==> src/rtl/fcr_pkg.sv <==
// Package: shared mode type and command byte codes for the flash command register.
// Assumes 8-bit command bytes.
package fcr_pkg;
    typedef enum logic {
        MODE_READ = 1'b0,
        MODE_AUTO = 1'b1
    } mode_t;

    localparam logic [7:0] CMD_AUTOSEL = 8'h90;
    localparam logic [7:0] CMD_RESET_A = 8'hF0;
    localparam logic [7:0] CMD_RESET_B = 8'hFF;
endpackage

==> src/rtl/fcr_strobe.sv <==
// Write-cycle tracker: finds the edges of the effective write enable.
// It captures the address on a qualified falling edge and pulses cmd_stb on the
// matching qualified rising edge. Assumes bus inputs are synchronous to clk.
module fcr_strobe #(
    parameter int AW = 20
) (
    input  logic          clk,
    input  logic          rst_n,
    input  logic          ce_n,
    input  logic          oe_n,
    input  logic          we_n,
    input  logic          wp,
    input  logic          lockout,
    input  logic [AW-1:0] addr,
    output logic          cmd_stb,
    output logic [AW-1:0] lat_addr
);
    logic we_eff;
    logic we_q;
    logic armed;
    logic qual;
    logic fall_ok;

    assign we_eff  = we_n | wp | lockout;
    assign qual    = ~ce_n & oe_n & ~wp & ~lockout;
    assign fall_ok = we_q & ~we_eff & qual;
    assign cmd_stb = ~we_q & we_eff & armed & qual;

    // Remember the previous effective write enable for edge detection.
    always_ff @(posedge clk) begin
        if (!rst_n) we_q <= 1'b1;
        else        we_q <= we_eff;
    end

    // Open a cycle on a qualified fall; close it on the strobe or a broken qualifier.
    always_ff @(posedge clk) begin
        if (!rst_n)       armed <= 1'b0;
        else if (fall_ok) armed <= 1'b1;
        else if (cmd_stb || !qual) armed <= 1'b0;
    end

    // Capture the bus address on a qualified falling edge.
    always_ff @(posedge clk) begin
        if (!rst_n)       lat_addr <= '0;
        else if (fall_ok) lat_addr <= addr;
    end

    assert_stb_qual_R2: assert property (@(posedge clk) disable iff (!rst_n)
        cmd_stb |-> (!ce_n && oe_n));
    assert_wp_blocks_R8: assert property (@(posedge clk) disable iff (!rst_n)
        wp |=> $stable(lat_addr));
endmodule

==> src/rtl/fcr_mode.sv <==
// Mode register: decodes strobed command bytes into read / identification mode.
// Lockout has priority over any command. Unknown bytes keep the mode.
module fcr_mode
    import fcr_pkg::*;
#(
    parameter int DW = 8
) (
    input  logic          clk,
    input  logic          rst_n,
    input  logic          cmd_stb,
    input  logic [DW-1:0] cmd,
    input  logic          lockout,
    output mode_t         mode
);
    mode_t mode_nx;

    // Work out the next mode from the strobed command byte.
    always_comb begin
        mode_nx = mode;
        if (lockout) begin
            mode_nx = MODE_READ;
        end else if (cmd_stb) begin
            if (cmd[7:0] == CMD_AUTOSEL)
                mode_nx = MODE_AUTO;
            else if (cmd[7:0] == CMD_RESET_A || cmd[7:0] == CMD_RESET_B)
                mode_nx = MODE_READ;
        end
    end

    // Hold the current mode.
    always_ff @(posedge clk) begin
        if (!rst_n) mode <= MODE_READ;
        else        mode <= mode_nx;
    end

    assert_reset_read_R1: assert property (@(posedge clk)
        !rst_n |=> mode == MODE_READ);
    assert_lockout_read_R9: assert property (@(posedge clk) disable iff (!rst_n)
        lockout |=> mode == MODE_READ);
    assert_mode_hold_R7: assert property (@(posedge clk) disable iff (!rst_n)
        (!cmd_stb && !lockout) |=> $stable(mode));
endmodule

==> src/rtl/fcr_readmux.sv <==
// Read path: passes array data in read mode and identification codes in
// identification mode. Assumes the word address 2 holds the device code.
module fcr_readmux
    import fcr_pkg::*;
#(
    parameter int          AW     = 20,
    parameter int          DW     = 8,
    parameter logic [DW-1:0] MFR_ID = 8'h01,
    parameter logic [DW-1:0] DEV_ID = 8'hA4
) (
    input  logic          clk,
    input  logic          rst_n,
    input  mode_t         mode,
    input  logic [AW-1:0] addr,
    input  logic [DW-1:0] arr_rdata,
    output logic [DW-1:0] rdata
);
    localparam logic [AW-1:0] ADDR_MFR = '0;
    localparam logic [AW-1:0] ADDR_DEV = AW'(2);

    // Select the read source from mode and address.
    always_comb begin
        if (mode == MODE_READ)      rdata = arr_rdata;
        else if (addr == ADDR_MFR)  rdata = MFR_ID;
        else if (addr == ADDR_DEV)  rdata = DEV_ID;
        else                        rdata = '0;
    end

    assert_id_codes_R5: assert property (@(posedge clk) disable iff (!rst_n)
        (mode == MODE_AUTO && addr != ADDR_MFR && addr != ADDR_DEV) |-> rdata == '0);
endmodule

==> src/rtl/flash_cmd_reg.sv <==
// Top: per-segment command register with identification mode, write protect
// and supply lockout. Assumes all bus inputs are synchronous to clk.
module flash_cmd_reg
    import fcr_pkg::*;
#(
    parameter int            AW     = 20,
    parameter int            DW     = 8,
    parameter logic [DW-1:0] MFR_ID = 8'h01,
    parameter logic [DW-1:0] DEV_ID = 8'hA4
) (
    input  logic          clk,
    input  logic          rst_n,
    input  logic          ce_n,
    input  logic          oe_n,
    input  logic          we_n,
    input  logic          wp,
    input  logic          lockout,
    input  logic [AW-1:0] addr,
    input  logic [DW-1:0] wdata,
    input  logic [DW-1:0] arr_rdata,
    output logic [DW-1:0] rdata,
    output logic          data_oe,
    output logic          auto_mode,
    output logic [AW-1:0] lat_addr
);
    logic  cmd_stb;
    mode_t mode;

    fcr_strobe #(.AW(AW)) u_strobe (
        .clk(clk), .rst_n(rst_n), .ce_n(ce_n), .oe_n(oe_n), .we_n(we_n),
        .wp(wp), .lockout(lockout), .addr(addr),
        .cmd_stb(cmd_stb), .lat_addr(lat_addr)
    );

    fcr_mode #(.DW(DW)) u_mode (
        .clk(clk), .rst_n(rst_n), .cmd_stb(cmd_stb), .cmd(wdata),
        .lockout(lockout), .mode(mode)
    );

    fcr_readmux #(.AW(AW), .DW(DW), .MFR_ID(MFR_ID), .DEV_ID(DEV_ID)) u_rd (
        .clk(clk), .rst_n(rst_n), .mode(mode), .addr(addr),
        .arr_rdata(arr_rdata), .rdata(rdata)
    );

    assign auto_mode = (mode == MODE_AUTO);
    assign data_oe   = ~ce_n & ~oe_n;

    assert_wp_no_cmd_R8: assert property (@(posedge clk) disable iff (!rst_n)
        wp |=> $stable(auto_mode) || !auto_mode);
    assert_oe_R10: assert property (@(posedge clk) disable iff (!rst_n)
        (ce_n || oe_n) |-> !data_oe);
endmodule

==> config.mk <==
export PLATFORM = sky130hd
export DESIGN_NAME = flash_cmd_reg
export DESIGN_NICKNAME = d
export VERILOG_FILES = /design/src/rtl/fcr_pkg.sv /design/src/rtl/fcr_strobe.sv /design/src/rtl/fcr_mode.sv /design/src/rtl/fcr_readmux.sv /design/src/rtl/flash_cmd_reg.sv
export SDC_FILE = /design/constraint.sdc
export NUM_CORES = 1
export LEC_CHECK = 0
export ABC_AREA = 1
export BUFFER_PORTS_ARGS = -buffer_cell sky130_fd_sc_hd__buf_2
export CAP_MARGIN = 10
export CORE_UTILIZATION = 46
export DETAILED_ROUTE_END_ITERATION = 8
export GPL_TIMING_DRIVEN = 0
export PLACE_DENSITY = 0.92
export RECOVER_POWER = 50
export SYNTH_ARGS = -nofsm -noshare
export SYNTH_HDL_FRONTEND = slang
export SYNTH_HIERARCHICAL = 1
export SYNTH_SLANG_ARGS = --single-unit
==> constraint.sdc <==
create_clock -name clk -period 1.8 [get_ports clk]
set_input_delay 0 -clock clk [delete_from_list [all_inputs] [get_ports clk]]
set_output_delay 0 -clock clk [all_outputs]
set_load 0.005 [all_outputs]
Word-level counts from Yosys, hierarchy flattened:

Cells that the tools add are included.

* muxes and demuxes: 7
* reductions and logical operators: 8
* bitwise logic cells: 18
* equal/unequal tests: 4

Operators with widths (count)
* == test 8 bit (second input constant): 3
* 2-to-1 mux 8 bit: 3
* == test 20 x 2 -> 1 bit (second input constant): 1
* zero test 20 bit: 1
* bitwise AND 1 bit: 9
* NOT 1 bit: 7
* 2-to-1 mux 1 bit: 4
* nonzero test 2 bit: 2
* logical OR 1 bit: 2
* bitwise OR 1 bit: 2
* AND reduction 2 bit: 1
* OR reduction 2 bit: 1
* zero test 1 bit: 1

* output and inout port bits: 30
* register bits: 23
* word-level logic and storage cells: 41
* input bits: 43

Logic depth before layout (Yosys ltp):

Gate-level depths: netlist of run 1.

* depth after elaboration: 8
* depth in mapped cells: 9
* gate-level depth less buffers: 9

Cells and area by module:

The synthesis of run 1 kept the hierarchy.

By module, submodules not included
* fcr_strobe: seq. area each 440.4 µm², cells each 151, times used 1, area an instance 977.2 µm²
* fcr_readmux: seq. area each 0.0 µm², cells each 40, times used 1, area an instance 166.4 µm²
* fcr_mode: seq. area each 20.0 µm², cells each 21, times used 1, area an instance 103.8 µm²
* flash_cmd_reg: seq. area each 0.0 µm², cells each 1, times used 1, area an instance 3.8 µm²

Worst setup path after synthesis of run 1:

No wires, ideal clock.

* path type: register to register
* start point: reg u_strobe.armed
* end point: reg u_mode.mode
* buffers on the path: 0
* period minus slack after synthesis: 988 ps
* stages on the path, launching flop included: 10
* data arrival time: 873 ps
* setup slack: 812 ps
* setup time: 115 ps
* data required time: 1685 ps
* cells stage by stage: dfxtp_1 inv_1 nor2_1 nand2_1 nor2_1 nand3_1 nor2_1 nand2_1 nand2_1 a21oi_2

* longest elaborated chain between the ends: 3

Ends and longest elaborated chain
* from (decl): RTL line fcr_strobe.sv:20 `logic armed;`
* from (signal assigned): RTL line fcr_strobe.sv:37 `if (!rst_n) armed <= 1'b0;`
* from (signal assigned): RTL line fcr_strobe.sv:38 `else if (fall_ok) armed <= 1'b1;`
* from (signal assigned): RTL line fcr_strobe.sv:39 `else if (cmd_stb || !qual) armed <= 1'b0;`
* bitwise AND 1 bit (2 in series): RTL line fcr_strobe.sv:27 `assign cmd_stb = ~we_q & we_eff & armed & qual;`
* named net cmd_stb: RTL line flash_cmd_reg.sv:26 `logic cmd_stb;`
* AND reduction 2 bit (no source line)
* to (signal assigned): RTL line fcr_mode.sv:33 `else mode <= mode_nx;`
* to (decl): RTL line fcr_mode.sv:13 `output mode_t mode`

The timed path passes the listed nets, and every way through them passes these cells.
A chain may end at the register's enable or synchronous reset.

Worst setup path after layout of run 1:

* start point: in lockout
* end point: reg u_mode.mode

* longest elaborated chain between the ends: 5
* elaborated cells between the ends (all ways): 8
* classes of those cells: bitwise: 6; reduce/logical: 2

Ends and longest elaborated chain
* from (decl): RTL line flash_cmd_reg.sv:17 `input logic lockout,`
* bitwise OR 1 bit: RTL line fcr_strobe.sv:24 `assign we_eff = we_n | wp | lockout;`
* bitwise AND 1 bit (2 in series): RTL line fcr_strobe.sv:27
* bitwise AND 1 bit *: RTL line fcr_strobe.sv:27
* named net cmd_stb: RTL line flash_cmd_reg.sv:26
* AND reduction 2 bit (no source line) *

Mark *: on every way through the listed nets, which the timed path passes. The rest lies on a longest branch.

==> run_results.csv, run 1 <==
group,metric,value,unit
synth,muxShareOfSynthArea,0,
clock_network,cts_setup_buffers,0,
critical_path,cp.required,2.01,ns
route,antenna_left,0,
synth,synthesis.yosys.warnings,6,
clock_network,cts-buffers-inserted,3,
global_routing,pin_count_of_the_biggest_net_entering_global_routing,14,
clock_network,cts_max_path_buffers,2,
floorplanning,rows,18,
cells_and_area,finalNetCount,356,
global_routing,antenna_found_initial,0,
placed_design,routabilityCongestion,0.779,
sta,setup_total_negative_slack,0,ns
synth,syn-instance-count,213,
power_and_ir_drop,leakage,0.00103,uW
sta,final_setup_violation_count,0,
clock_network,cts.htree.levels,1,
synth,netlist_area,1250,um^2
synth,synth.top_cell.area_share,0.368,
global_routing,globalRouteOverflowTotal,0,
floorplanning,die_height,54.2,um
critical_path,criticalPathCategory,"in -> reg",
synth,synth_adder_area_share,0,
route,dr.first_iter.drc_count,23,
sta,worst-slew-pin-transition,0.478,ns
sta,timing.final.hold_violations,0,
critical_path,cp_max_fo,4,
floorplanning,die_area,2930,um^2
critical_path,path_cells,"dlygate4sd3_1, buf_2, nor2_1, nand2_2, nor2_1, nand3_1, nor2_1, nand2_1, nand2_1, a21oi_2, dlygate4sd3_1",
clock_network,path_clk_slew,0.13,ns
critical_path,crit_path_top_delay_cell,"sky130_fd_sc_hd__dlygate4sd3_1",
sta,time_the_final_worst_path_needs_with_i_o_delays_and_setup,1.68,ns
clock_network,clk-insertion-delay-late,0.30,ns
floorplanning,floorplan.core_area,2520,um^2
cells_and_area,areaGrowthSynthToFinish,51.7,%
route,avgRoutedWirePerCell,9.29,um
synth,synth-seq-area-share,0.368,
synth,ys_types,16,
route,routed_wirelength,3180,um
global_routing,global_route_wire_length_before_repair,4920,um
clock_network,clk_root_buffer_cell,"sky130_fd_sc_hd__clkbuf_4",
synth,synth-seq-cells,23,
synth,synth-simple-area-share,0.472,
synth,largest_family_of_logic_cells_by_synthesized_area,"simple AND/OR/NAND/NOR gates",
power_and_ir_drop,p_per_area,487,nW/um^2
sta,clk_skew,0.00867,ns
sta,max-slew-margin-rel,0.682,
flow_run,drv.max_cap_violation_count,0,
placed_design,portBuffers,72,
sta,post_route_clock_period_utilization,0.931,
sta,maxClockFrequency,0.596,GHz
clock_network,clock_tree_from_tritoncts,"built",
route,num_vias,1497,
clock_network,clock_sinks,23,
sta,count_of_final_max_slew_check_failures,0,
route,drt-pass1-iter-count,4,
global_routing,grt_pass1_vias,1287,
route,drc,0,
cells_and_area,post_route_cells_drive_above_1_share,0.244,
cells_and_area,antenna_cells_inserted,0,
synth,synth.avg_cell_area,5.87,um^2
route,post_drt_via_cell_ratio,4.38,
cells_and_area,filler_cell_count,221,
synth,post_synth_main_area_contributors,"sky130_fd_sc_hd__dfxtp_1 (37%), sky130_fd_sc_hd__nand2_1 (20%), sky130_fd_sc_hd__nor2_1 (20%), sky130_fd_sc_hd__inv_1 (10%), sky130_fd_sc_hd__buf_6 (3.6%)",
power_and_ir_drop,maximum_vdd_drop,375,uV
min_path,worst_hold_path_type,"in -> reg",
critical_path,startpoint_type,"input port",
synth,synth_compound_area_frac,0.0130,
synth,syn_nets,256,
critical_path,max_stage_delay_on_crit_path,0.54,ns
global_routing,grt_usage,0.228,
cells_and_area,final_util,0.752,
run_status,outcome,"finished clean",
critical_path,critical_path.endpoint_type,"flip-flop",
critical_path,critical_path_arrival,1.89,ns
floorplanning,initial_utilization,0.496,
floorplanning,ioPinCount,73,
synth,post_synth_xor_area_fraction,0,
critical_path,critical_path.most_common_cell,"sky130_fd_sc_hd__nor2_1",
floorplanning,die-width,54.2,um
synth,synth_area_leader_cell,"sky130_fd_sc_hd__dfxtp_1",
sta,finalHoldWorstSlack,0.0113,ns
placed_design,hpwl_after_detailed_placement,2160,um
sta,rsz0062_at_grt,"false",
-- stage by stage --
stage                     total power, uW  instances  instance area, um^2  setup WS (ns)
after global routing                  975        342                 1900         0.0166
after detailed placement              663        315                 1650          0.688
after CTS                             927        342                 1910         0.0214
final                                 925        342                 1900          0.123
after floorplan                       588        213                 1250          0.812
after global placement                661        315                 1650          0.724
-- cells in the mapped netlist --
| cell type | count |
|---|---|
| sky130_fd_sc_hd__nand4_1 | 1 |
| sky130_fd_sc_hd__nand3b_1 | 1 |
| sky130_fd_sc_hd__nor2_2 | 4 |
| sky130_fd_sc_hd__nand3_1 | 5 |
| sky130_fd_sc_hd__inv_2 | 1 |
| sky130_fd_sc_hd__nor2_1 | 65 |
| sky130_fd_sc_hd__a21boi_0 | 1 |
| sky130_fd_sc_hd__a21oi_2 | 1 |
| sky130_fd_sc_hd__or2_1 | 1 |
| sky130_fd_sc_hd__nand3_2 | 1 |
| sky130_fd_sc_hd__nor2_4 | 1 |
| sky130_fd_sc_hd__buf_6 | 4 |
| sky130_fd_sc_hd__inv_1 | 34 |
| sky130_fd_sc_hd__nand2_1 | 68 |
| sky130_fd_sc_hd__buf_1 | 2 |
| sky130_fd_sc_hd__dfxtp_1 | 23 |
-- final timing paths --
check,from,end,slack (ns),cells past startpoint
worst max-delay path,lockout,u_mode/mode,0.12,11
worst min-delay path,addr[1],u_strobe/lat_addr[1],0.01,5
worst max register to register,u_strobe/armed,u_mode/mode,0.16,10
worst min register to register,u_strobe/lat_addr[16],u_strobe/lat_addr[16],0.49,2
-- logic make-up after synthesis --
family,count (synthesis)
simple gates,147
buf+inv,41
flops,23
compound gates,2
-- sequential cells by signal (all words and copies together), names as in the netlist --
signal / flops
u_strobe/armed: 1
u_strobe/we_q: 1
u_mode/mode: 1
u_strobe/lat_addr: 20
-- area by class of cell --
class / instances / area (um^2) / share of cell area
multi-input cells: 149 / 614 / 0.324
repair buffers: 95 / 573 / 0.302
flip-flops and latches: 23 / 462 / 0.243
inverters: 35 / 131 / 0.0692
plain buffers: 6 / 52.6 / 0.0277
well taps: 30 / 37.5 / 0.0198
clock buffers: 3 / 22.5 / 0.0119
clock inverters: 1 / 5.00 / 0.00264
-- worst max-delay path, delay by kind of cell --
kind,cells,cell delay (ns)
compound gates,1,0.05
simple gates,7,0.62
buf+inv,3,1.22
-- timing repair --
action	in CTS	in global routing
hold buffers	23	1
setup endpoints to repair	0	2
endpoints found under the hold margin	21	1
resized for setup	0	3
-- report_power, final --
group,switching (uW),internal [uW],total [uW]
registers,1.91,513,515
clock network,150,82.7,232
logic,80.1,98.0,178
-- layout by cell type (no fill, tap or decap) --
cell type	netlist	routed
sky130_fd_sc_hd__or2_1	1	1
sky130_fd_sc_hd__nand2_2	0	1
sky130_fd_sc_hd__clkbuf_1	0	14
sky130_fd_sc_hd__clkbuf_4	0	3
sky130_fd_sc_hd__a21oi_2	1	1
sky130_fd_sc_hd__a21boi_0	1	1
sky130_fd_sc_hd__dlygate4sd3_1	0	23
sky130_fd_sc_hd__nand2_1	68	67
sky130_fd_sc_hd__nor2_2	4	3
sky130_fd_sc_hd__nand3_1	5	5
sky130_fd_sc_hd__nand3_2	1	1
sky130_fd_sc_hd__clkinv_2	0	1
sky130_fd_sc_hd__inv_2	1	1
sky130_fd_sc_hd__buf_1	2	2
sky130_fd_sc_hd__buf_6	4	4
sky130_fd_sc_hd__buf_2	0	55
sky130_fd_sc_hd__inv_1	34	34
sky130_fd_sc_hd__clkbuf_2	0	3
sky130_fd_sc_hd__nor2_1	65	65
sky130_fd_sc_hd__dfxtp_1	23	22
sky130_fd_sc_hd__nor2_4	1	2
sky130_fd_sc_hd__nand3b_1	1	1
sky130_fd_sc_hd__nand4_1	1	1
sky130_fd_sc_hd__dfxtp_2	0	1
-- metal layers --
| metal | global-route usage | wire length, um | vias to the layer above |
|---|---|---|---|
| met2 | 0.435 | 1670 | 55 |
| met5 | 0 | 0 | - |
| met3 | 0.0424 | 180 | 6 |
| met4 | 0.103 | 53 | 0 |
| li1 | - | - | 813 |
| met1 | 0.236 | 1280 | 623 |
Power figures use the tool's default switching activity.
==> inputs of run 2 (changes only) <==
- GPL_TIMING_DRIVEN: 0 -> 1
==> run 2 against run 1 <==
  * Clock-buffer cell count did not move
  * Cell area fell by 4.9%
  * Hold slack got worse by 0.0052 ns
  * Routed wire length fell by 3.5%
  * Sequential power barely moved
  * Total power fell by 0.79%
  * Core utilization fell by 3.7 points
  * Combinational power fell by 6%
  * First-iteration DRC count fell by 4.3%
  * Critical path type unchanged
  * Critical endpoint unchanged
  * Largest cell class is now multi-input gates
==> run_results.csv, run 2 (synthesis gave the netlist of run 1 again) <==
group,metric,value,unit
run_status,outcome,"finished clean",
critical_path,critical_path.endpoint_type,"flip-flop",
critical_path,critical_path_arrival,1.88,ns
route,post_drt_via_cell_ratio,4.46,
min_path,whs_endpoint,"u_strobe/lat_addr[2]",
global_routing,global_route_wire_length_before_repair,4690,um
sta,maxClockFrequency,0.596,GHz
critical_path,crit_start,"lockout",
route,antenna_left,0,
clock_network,cts-buffers-inserted,3,
route,drc,0,
sta,clk_skew,0.000819,ns
clock_network,clock_sinks,23,
min_path,hold-path-cell-count,5,
cells_and_area,regMostFlops,"u_strobe/lat_addr",
sta,final_setup_violation_count,0,
route,routed_wirelength,3060,um
critical_path,worst_r2r_startpoint,"u_strobe/armed",
clock_network,cts_setup_buffers,0,
clock_network,cts.htree.levels,1,
clock_network,cts_max_path_buffers,2,
clock_network,clk-insertion-delay-late,0.30,ns
sta,count_of_final_max_slew_check_failures,0,
placed_design,routabilityCongestion,0.738,
critical_path,reg2reg_slack,0.18,ns
global_routing,pin_count_of_the_biggest_net_entering_global_routing,41,
global_routing,grt_usage,0.215,
critical_path,cp_max_fo,4,
placed_design,hpwl_after_detailed_placement,2110,um
sta,post_route_clock_period_utilization,0.932,
cells_and_area,filler_cell_count,236,
cells_and_area,layout.cells.most_common_list,"sky130_fd_sc_hd__nand2_1 (67), sky130_fd_sc_hd__nor2_1 (64), sky130_fd_sc_hd__buf_2 (54)",
floorplanning,die_area,2930,um^2
route,highest_layer,"met4",
floorplanning,ioPinCount,73,
power_and_ir_drop,p_per_area,508,nW/um^2
route,dr.first_iter.drc_count,22,
min_path,worst_hold_path_type,"in -> reg",
floorplanning,die_height,54.2,um
floorplanning,initial_utilization,0.496,
route,route.met2.wl,1630,um
critical_path,regToRegEndpoint,"u_mode/mode",
global_routing,grt_pass1_vias,1224,
sta,worst-slew-pin-transition,0.408,ns
placed_design,portBuffers,72,
floorplanning,die-width,54.2,um
route,drt-pass1-iter-count,4,
clock_network,clock_tree_from_tritoncts,"built",
clock_network,path_clk_slew,0.13,ns
sta,rsz0062_at_grt,"false",
floorplanning,rows,18,
sta,setup_total_negative_slack,0,ns
route,met1_length,1200,um
critical_path,ff2ff_path_depth,10,
floorplanning,floorplan.core_area,2520,um^2
sta,time_the_final_worst_path_needs_with_i_o_delays_and_setup,1.68,ns
placed_design,post-place-ws,0.610,ns
cells_and_area,finalNetCount,346,
critical_path,cp.required,2.01,ns
route,num_vias,1482,
global_routing,globalRouteOverflowTotal,0,
power_and_ir_drop,leakage,0.000982,uW
min_path,worst_hold_startpoint,"addr[2]",
cells_and_area,finalInstanceArea,1810,um^2
cells_and_area,post_route_cells_drive_above_1_share,0.245,
critical_path,startpoint_type,"input port",
sta,max-slew-margin-rel,0.728,
cells_and_area,layout_commonest_cell,"sky130_fd_sc_hd__nand2_1",
route,avgRoutedWirePerCell,9.23,um
route,detailroute.wirelength.met3,193,um
cells_and_area,areaGrowthSynthToFinish,44.3,%
cells_and_area,largest_register_ff_count,20,
global_routing,antenna_found_initial,0,
power_and_ir_drop,total_power,918,uW
sta,timing.final.hold_violations,0,
cells_and_area,antenna_cells_inserted,0,
sta,worst_slack,0.123,ns
clock_network,clk_root_buffer_cell,"sky130_fd_sc_hd__clkbuf_4",
critical_path,criticalPathCategory,"in -> reg",
flow_run,drv.max_cap_violation_count,0,
placed_design,postPlaceCellArea,1600,um^2
power_and_ir_drop,maximum_vdd_drop,398,uV
run 2: cell count changes in the layout (fill, tap and decap cells not counted), sizes merged:
cell         change
buf              -6
clkbuf           +1
dlygate4sd3      -5
run 2: power breakdown:
part           internal [uW]  total [uW]  switching (uW)
registers                513         515            1.99
clock network           82.9         236             153
logic                   89.0         167            77.9
run 2: layout make-up:
type / instances / area (um^2) / area share
flip-flops and latches: 23 / 462 / 0.256
clock inverters: 1 / 5.00 / 0.00277
inverters: 35 / 131 / 0.0728
well taps: 30 / 37.5 / 0.0208
clock buffers: 3 / 22.5 / 0.0125
multi-input cells: 149 / 617 / 0.342
repair buffers: 91 / 531 / 0.294
run 2: stage by stage:
step / hold slack [ns] / utilization / cells
floorplan: 0.0269 / - / 213
global placement: 0.215 / 0.636 / 310
detailed placement: 0.221 / 0.636 / 310
CTS: 0.000197 / 0.714 / 331
global route: 0.0189 / 0.716 / 332
finish: 0.00606 / 0.716 / 332
run 2: worst max-delay path by stage:
stage                                end  slack, ns
floorplan                    u_mode/mode       0.81
global placement    u_strobe/lat_addr[1]       0.65
detailed placement  u_strobe/lat_addr[5]       0.61
CTS                        u_strobe/we_q       0.05
global route                 u_mode/mode      0.002
finish                       u_mode/mode       0.12
run 2: routing by layer:
metal	GRT usage	vias up
met5	0	-
met2	0.437	54
met3	0.0452	6
met4	0.0684	0
li1	-	792
met1	0.209	630
run 2: repair_timing:
| item | CTS | global route |
|---|---|---|
| endpoints found under the hold margin | 14 | 2 |
| hold buffers | 17 | 2 |
| endpoints found under the setup margin | 0 | 2 |
| gates resized for setup | 0 | 4 |
run 2: worst max-delay path, cell delays in order:
cell                            delay (ns)
sky130_fd_sc_hd__dlygate4sd3_1        0.53
sky130_fd_sc_hd__buf_2                0.16
sky130_fd_sc_hd__nor2_2               0.12
sky130_fd_sc_hd__nand2_2              0.08
sky130_fd_sc_hd__nor2_1               0.11
sky130_fd_sc_hd__nand3_1              0.10
sky130_fd_sc_hd__nor2_1               0.09
sky130_fd_sc_hd__nand2_1              0.06
sky130_fd_sc_hd__nand2_1              0.06
sky130_fd_sc_hd__a21oi_2              0.05
sky130_fd_sc_hd__dlygate4sd3_1        0.54
==> inputs of run 3 (changes only) <==
- CAP_MARGIN: 10 -> 20
- CORE_UTILIZATION: 46 -> 44
- SYNTH_HIERARCHICAL: 1 -> unset
- clock period: 1.8 -> 2 ns (I/O delays scaled with it)
==> run 3 against run 2 <==
  * Register-to-register slack better by 0.31 ns
  * Via count is 11% lower
  * Sequential cell count stayed put
  * Sequential share of layout area is 1.7 points higher
  * Hold slack better by 0.036 ns
  * Critical path depth is 1 lower
  * Cell count is 14% lower
  * Clock-buffer cell count stayed put
  * Non-clock buffer count is 6 higher
  * Clock power is 13% lower
  * Routed wire length is 5.5% lower
  * Critical path type unchanged
  * Largest power group unchanged
==> run_results.csv, run 3 <==
group,metric,value,unit
power_and_ir_drop,netSwitchingFraction,0.238,
global_routing,global_route_wire_length_before_repair,4430,um
power_and_ir_drop,maximum_vdd_drop,301,uV
placed_design,portBuffers,72,
global_routing,pin_count_of_the_biggest_net_entering_global_routing,24,
synth,netlist_area,1070,um^2
min_path,worst_hold_startpoint,"rst_n",
sta,count_of_final_max_slew_check_failures,0,
synth,yosys-top-cells-count,"sky130_fd_sc_hd__nor2_1 (60), sky130_fd_sc_hd__nand2_1 (27), sky130_fd_sc_hd__dfxtp_1 (23), sky130_fd_sc_hd__inv_1 (13), sky130_fd_sc_hd__o21ai_1 (11)",
synth,post_synth_main_area_contributors,"sky130_fd_sc_hd__dfxtp_1 (43%), sky130_fd_sc_hd__nor2_1 (21%), sky130_fd_sc_hd__nand2_1 (9.5%), sky130_fd_sc_hd__o21ai_1 (5.1%), sky130_fd_sc_hd__inv_1 (4.6%)",
sta,max-slew-margin-rel,0.764,
cells_and_area,regArea,460,um^2
cells_and_area,regMostFlops,"u_strobe.lat_addr",
synth,synth-seq-area-share,0.430,
critical_path,cp_max_fo,20,
min_path,worst_hold_path_type,"in -> reg",
route,avgRoutedWirePerCell,10.1,um
floorplanning,die-width,51.3,um
synth,synth_area_leader_cell,"sky130_fd_sc_hd__dfxtp_1",
route,antenna_left,0,
route,drc,0,
synth,synth.avg_cell_area,6.53,um^2
clock_network,cts.htree.levels,1,
floorplanning,initial_utilization,0.475,
synth,synthesis.yosys.warnings,0,
global_routing,grt_pass1_vias,1081,
clock_network,cts_max_path_buffers,2,
clock_network,clk_root_buffer_cell,"sky130_fd_sc_hd__clkbuf_4",
power_and_ir_drop,pwr-share-clk,0.254,
route,dr.first_iter.drc_count,16,
sta,time_the_final_worst_path_needs_with_i_o_delays_and_setup,1.84,ns
cells_and_area,largest_register_ff_count,20,
sta,final_setup_violation_count,0,
sta,timing.final.hold_violations,0,
sta,worst-slew-pin-transition,0.354,ns
synth,synth.top_cell.area_share,0.430,
cells_and_area,antenna_cells_inserted,0,
cells_and_area,layout_commonest_cell,"sky130_fd_sc_hd__nor2_1",
cells_and_area,finalNetCount,303,
synth,proportion_of_register_bits_with_asynchronous_set_or_reset_after_synthesis,0,
power_and_ir_drop,p_sw,193,uW
cells_and_area,fin_cells,287,
floorplanning,floorplan.core_area,2250,um^2
clock_network,cts-buffers-inserted,3,
floorplanning,die_height,51.3,um
global_routing,grt_usage,0.224,
critical_path,cp.required,2.24,ns
sta,worst_slack,0.156,ns
synth,synth-seq-cells,23,
synth,ys_types,19,
run_status,outcome,"finished clean",
synth,syn-instance-count,164,
synth,primary_flip_flop_cell_chosen_by_synthesis_mapping,"sky130_fd_sc_hd__dfxtp_1",
route,routed_wirelength,2900,um
route,num_vias,1322,
route,drt-pass1-iter-count,4,
floorplanning,rows,17,
sta,setup_total_negative_slack,0,ns
cells_and_area,total_area_of_multi_input_combinational_cells,500,um^2
power_and_ir_drop,leakage,0.000846,uW
cells_and_area,post_route_cells_drive_above_1_share,0.290,
power_and_ir_drop,p_int,618,uW
placed_design,hpwl_after_detailed_placement,1870,um
sta,rsz0062_at_grt,"false",
synth,syn_nets,207,
route,post_drt_via_cell_ratio,4.61,
cells_and_area,filler_cell_count,204,
global_routing,antenna_found_initial,0,
clock_network,clock_tree_from_tritoncts,"built",
placed_design,post-place-ws,0.786,ns
synth,synth_edf_count,0,
power_and_ir_drop,combinationalPowerShare,0.175,
clock_network,clk-insertion-delay-late,0.30,ns
sta,post_route_clock_period_utilization,0.922,
power_and_ir_drop,power_frac_seq,0.571,
critical_path,critical_path_arrival,2.08,ns
critical_path,startpoint_type,"input port",
critical_path,criticalPathCategory,"in -> reg",
power_and_ir_drop,p_per_area,480,nW/um^2
placed_design,routabilityCongestion,0.673,
synth,yosys.cell_count.top_type,"sky130_fd_sc_hd__nor2_1",
critical_path,crit_start,"lockout",
clock_network,clock_sinks,23,
floorplanning,die_area,2640,um^2
cells_and_area,layout.cells.most_common_list,"sky130_fd_sc_hd__nor2_1 (60), sky130_fd_sc_hd__buf_2 (59), sky130_fd_sc_hd__nand2_1 (27)",
floorplanning,ioPinCount,73,
flow_run,drv.max_cap_violation_count,0,
sta,finalHoldWorstSlack,0.0421,ns
clock_network,path_clk_slew,0.13,ns
placed_design,dpl.cell_count,259,
sta,maxClockFrequency,0.542,GHz
sta,clk_skew,0.00750,ns
critical_path,worst_r2r_startpoint,"u_strobe.armed",
global_routing,globalRouteOverflowTotal,0,
critical_path,critical_path.endpoint_type,"flip-flop",
cells_and_area,areaGrowthSynthToFinish,57.7,%
==> run 3: changes by cell type in the layout (fill, tap and decap cells not counted), moves of 3 or more <==
cell                            change
sky130_fd_sc_hd__clkbuf_1           -6
sky130_fd_sc_hd__o21ai_0            +9
sky130_fd_sc_hd__o21ai_1           +11
sky130_fd_sc_hd__nor2_1             -4
sky130_fd_sc_hd__nand2_1           -40
sky130_fd_sc_hd__inv_1             -21
sky130_fd_sc_hd__dlygate4sd3_1      +6
sky130_fd_sc_hd__nor2_2             -3
sky130_fd_sc_hd__buf_2              +5
==> run 3: routing by layer <==
metal | global-route usage | vias to the layer above | share of wire
met1 | 0.253 | 561 | 0.40
met3 | 0.0357 | 6 | 0.055
met2 | 0.410 | 59 | 0.52
met5 | 0 | - | 0
met4 | 0.0946 | 0 | 0.024
li1 | - | 696 | -
==> run 3: logic make-up (layout without fill, tap and decap cells) <==
logic type	Yosys count	count (layout)	synth area share
AO/OA/AOI/OAI	22	22	0.105
flip-flops	23	23	0.430
AND/OR/NAND/NOR	96	96	0.362
buffers and inverters	23	118	0.103
==> run 3: what timing repair did <==
action                     4_1_cts  5_1_grt
hold endpoints to repair        22        0
gates resized for setup          0        2
hold buffers                    24        0
setup endpoints to repair        0       12
buffers inserted                 0        0
==> run 3: layout make-up <==
cell class | count | area share
flip-flops and latches | 23 | 0.273
clock inverters | 1 | 0.00296
inverters | 17 | 0.0385
clock buffers | 3 | 0.0133
repair buffers | 97 | 0.356
well taps | 28 | 0.0207
multi-input cells | 118 | 0.296
==> run 3: worst paths after layout <==
path                            to  slack [ns]  depth (start not counted)
max           u_strobe.lat_addr[4]        0.16                         10
min                  u_strobe.we_q        0.04                          2
max reg2reg            u_mode.mode        0.49                          8
min reg2reg  u_strobe.lat_addr[17]        0.50                          2
==> run 3: power by group through the flow <==
stage | clock (uW) | sequential [uW] | combinational (uW)
2_1_floorplan | 0 | 474 | 42.1
3_3_place_gp | 0 | 473 | 104
3_5_place_dp | 0 | 473 | 105
4_1_cts | 214 | 463 | 139
5_1_grt | 239 | 464 | 157
6_report | 206 | 463 | 142
==> run 3: critical path: stages <==
cell and delay (ns):
sky130_fd_sc_hd__dlygate4sd3_1 0.53, sky130_fd_sc_hd__buf_2 0.13, sky130_fd_sc_hd__nor2_2 0.09, sky130_fd_sc_hd__nand2_1 0.07
sky130_fd_sc_hd__dlygate4sd3_1 0.57, sky130_fd_sc_hd__inv_2 0.07, sky130_fd_sc_hd__nand3_2 0.18, sky130_fd_sc_hd__clkinv_2 0.27
sky130_fd_sc_hd__nor2_1 0.07, sky130_fd_sc_hd__nor2_1 0.11
==> run 3: per-stage QoR <==
stage	util	instance area, um^2	power (uW)
3_5_place_dp	0.633	1430	579
5_1_grt	0.749	1690	861
2_1_floorplan	-	1070	516
3_3_place_gp	0.633	1430	577
6_report	0.749	1690	812
4_1_cts	0.752	1700	816
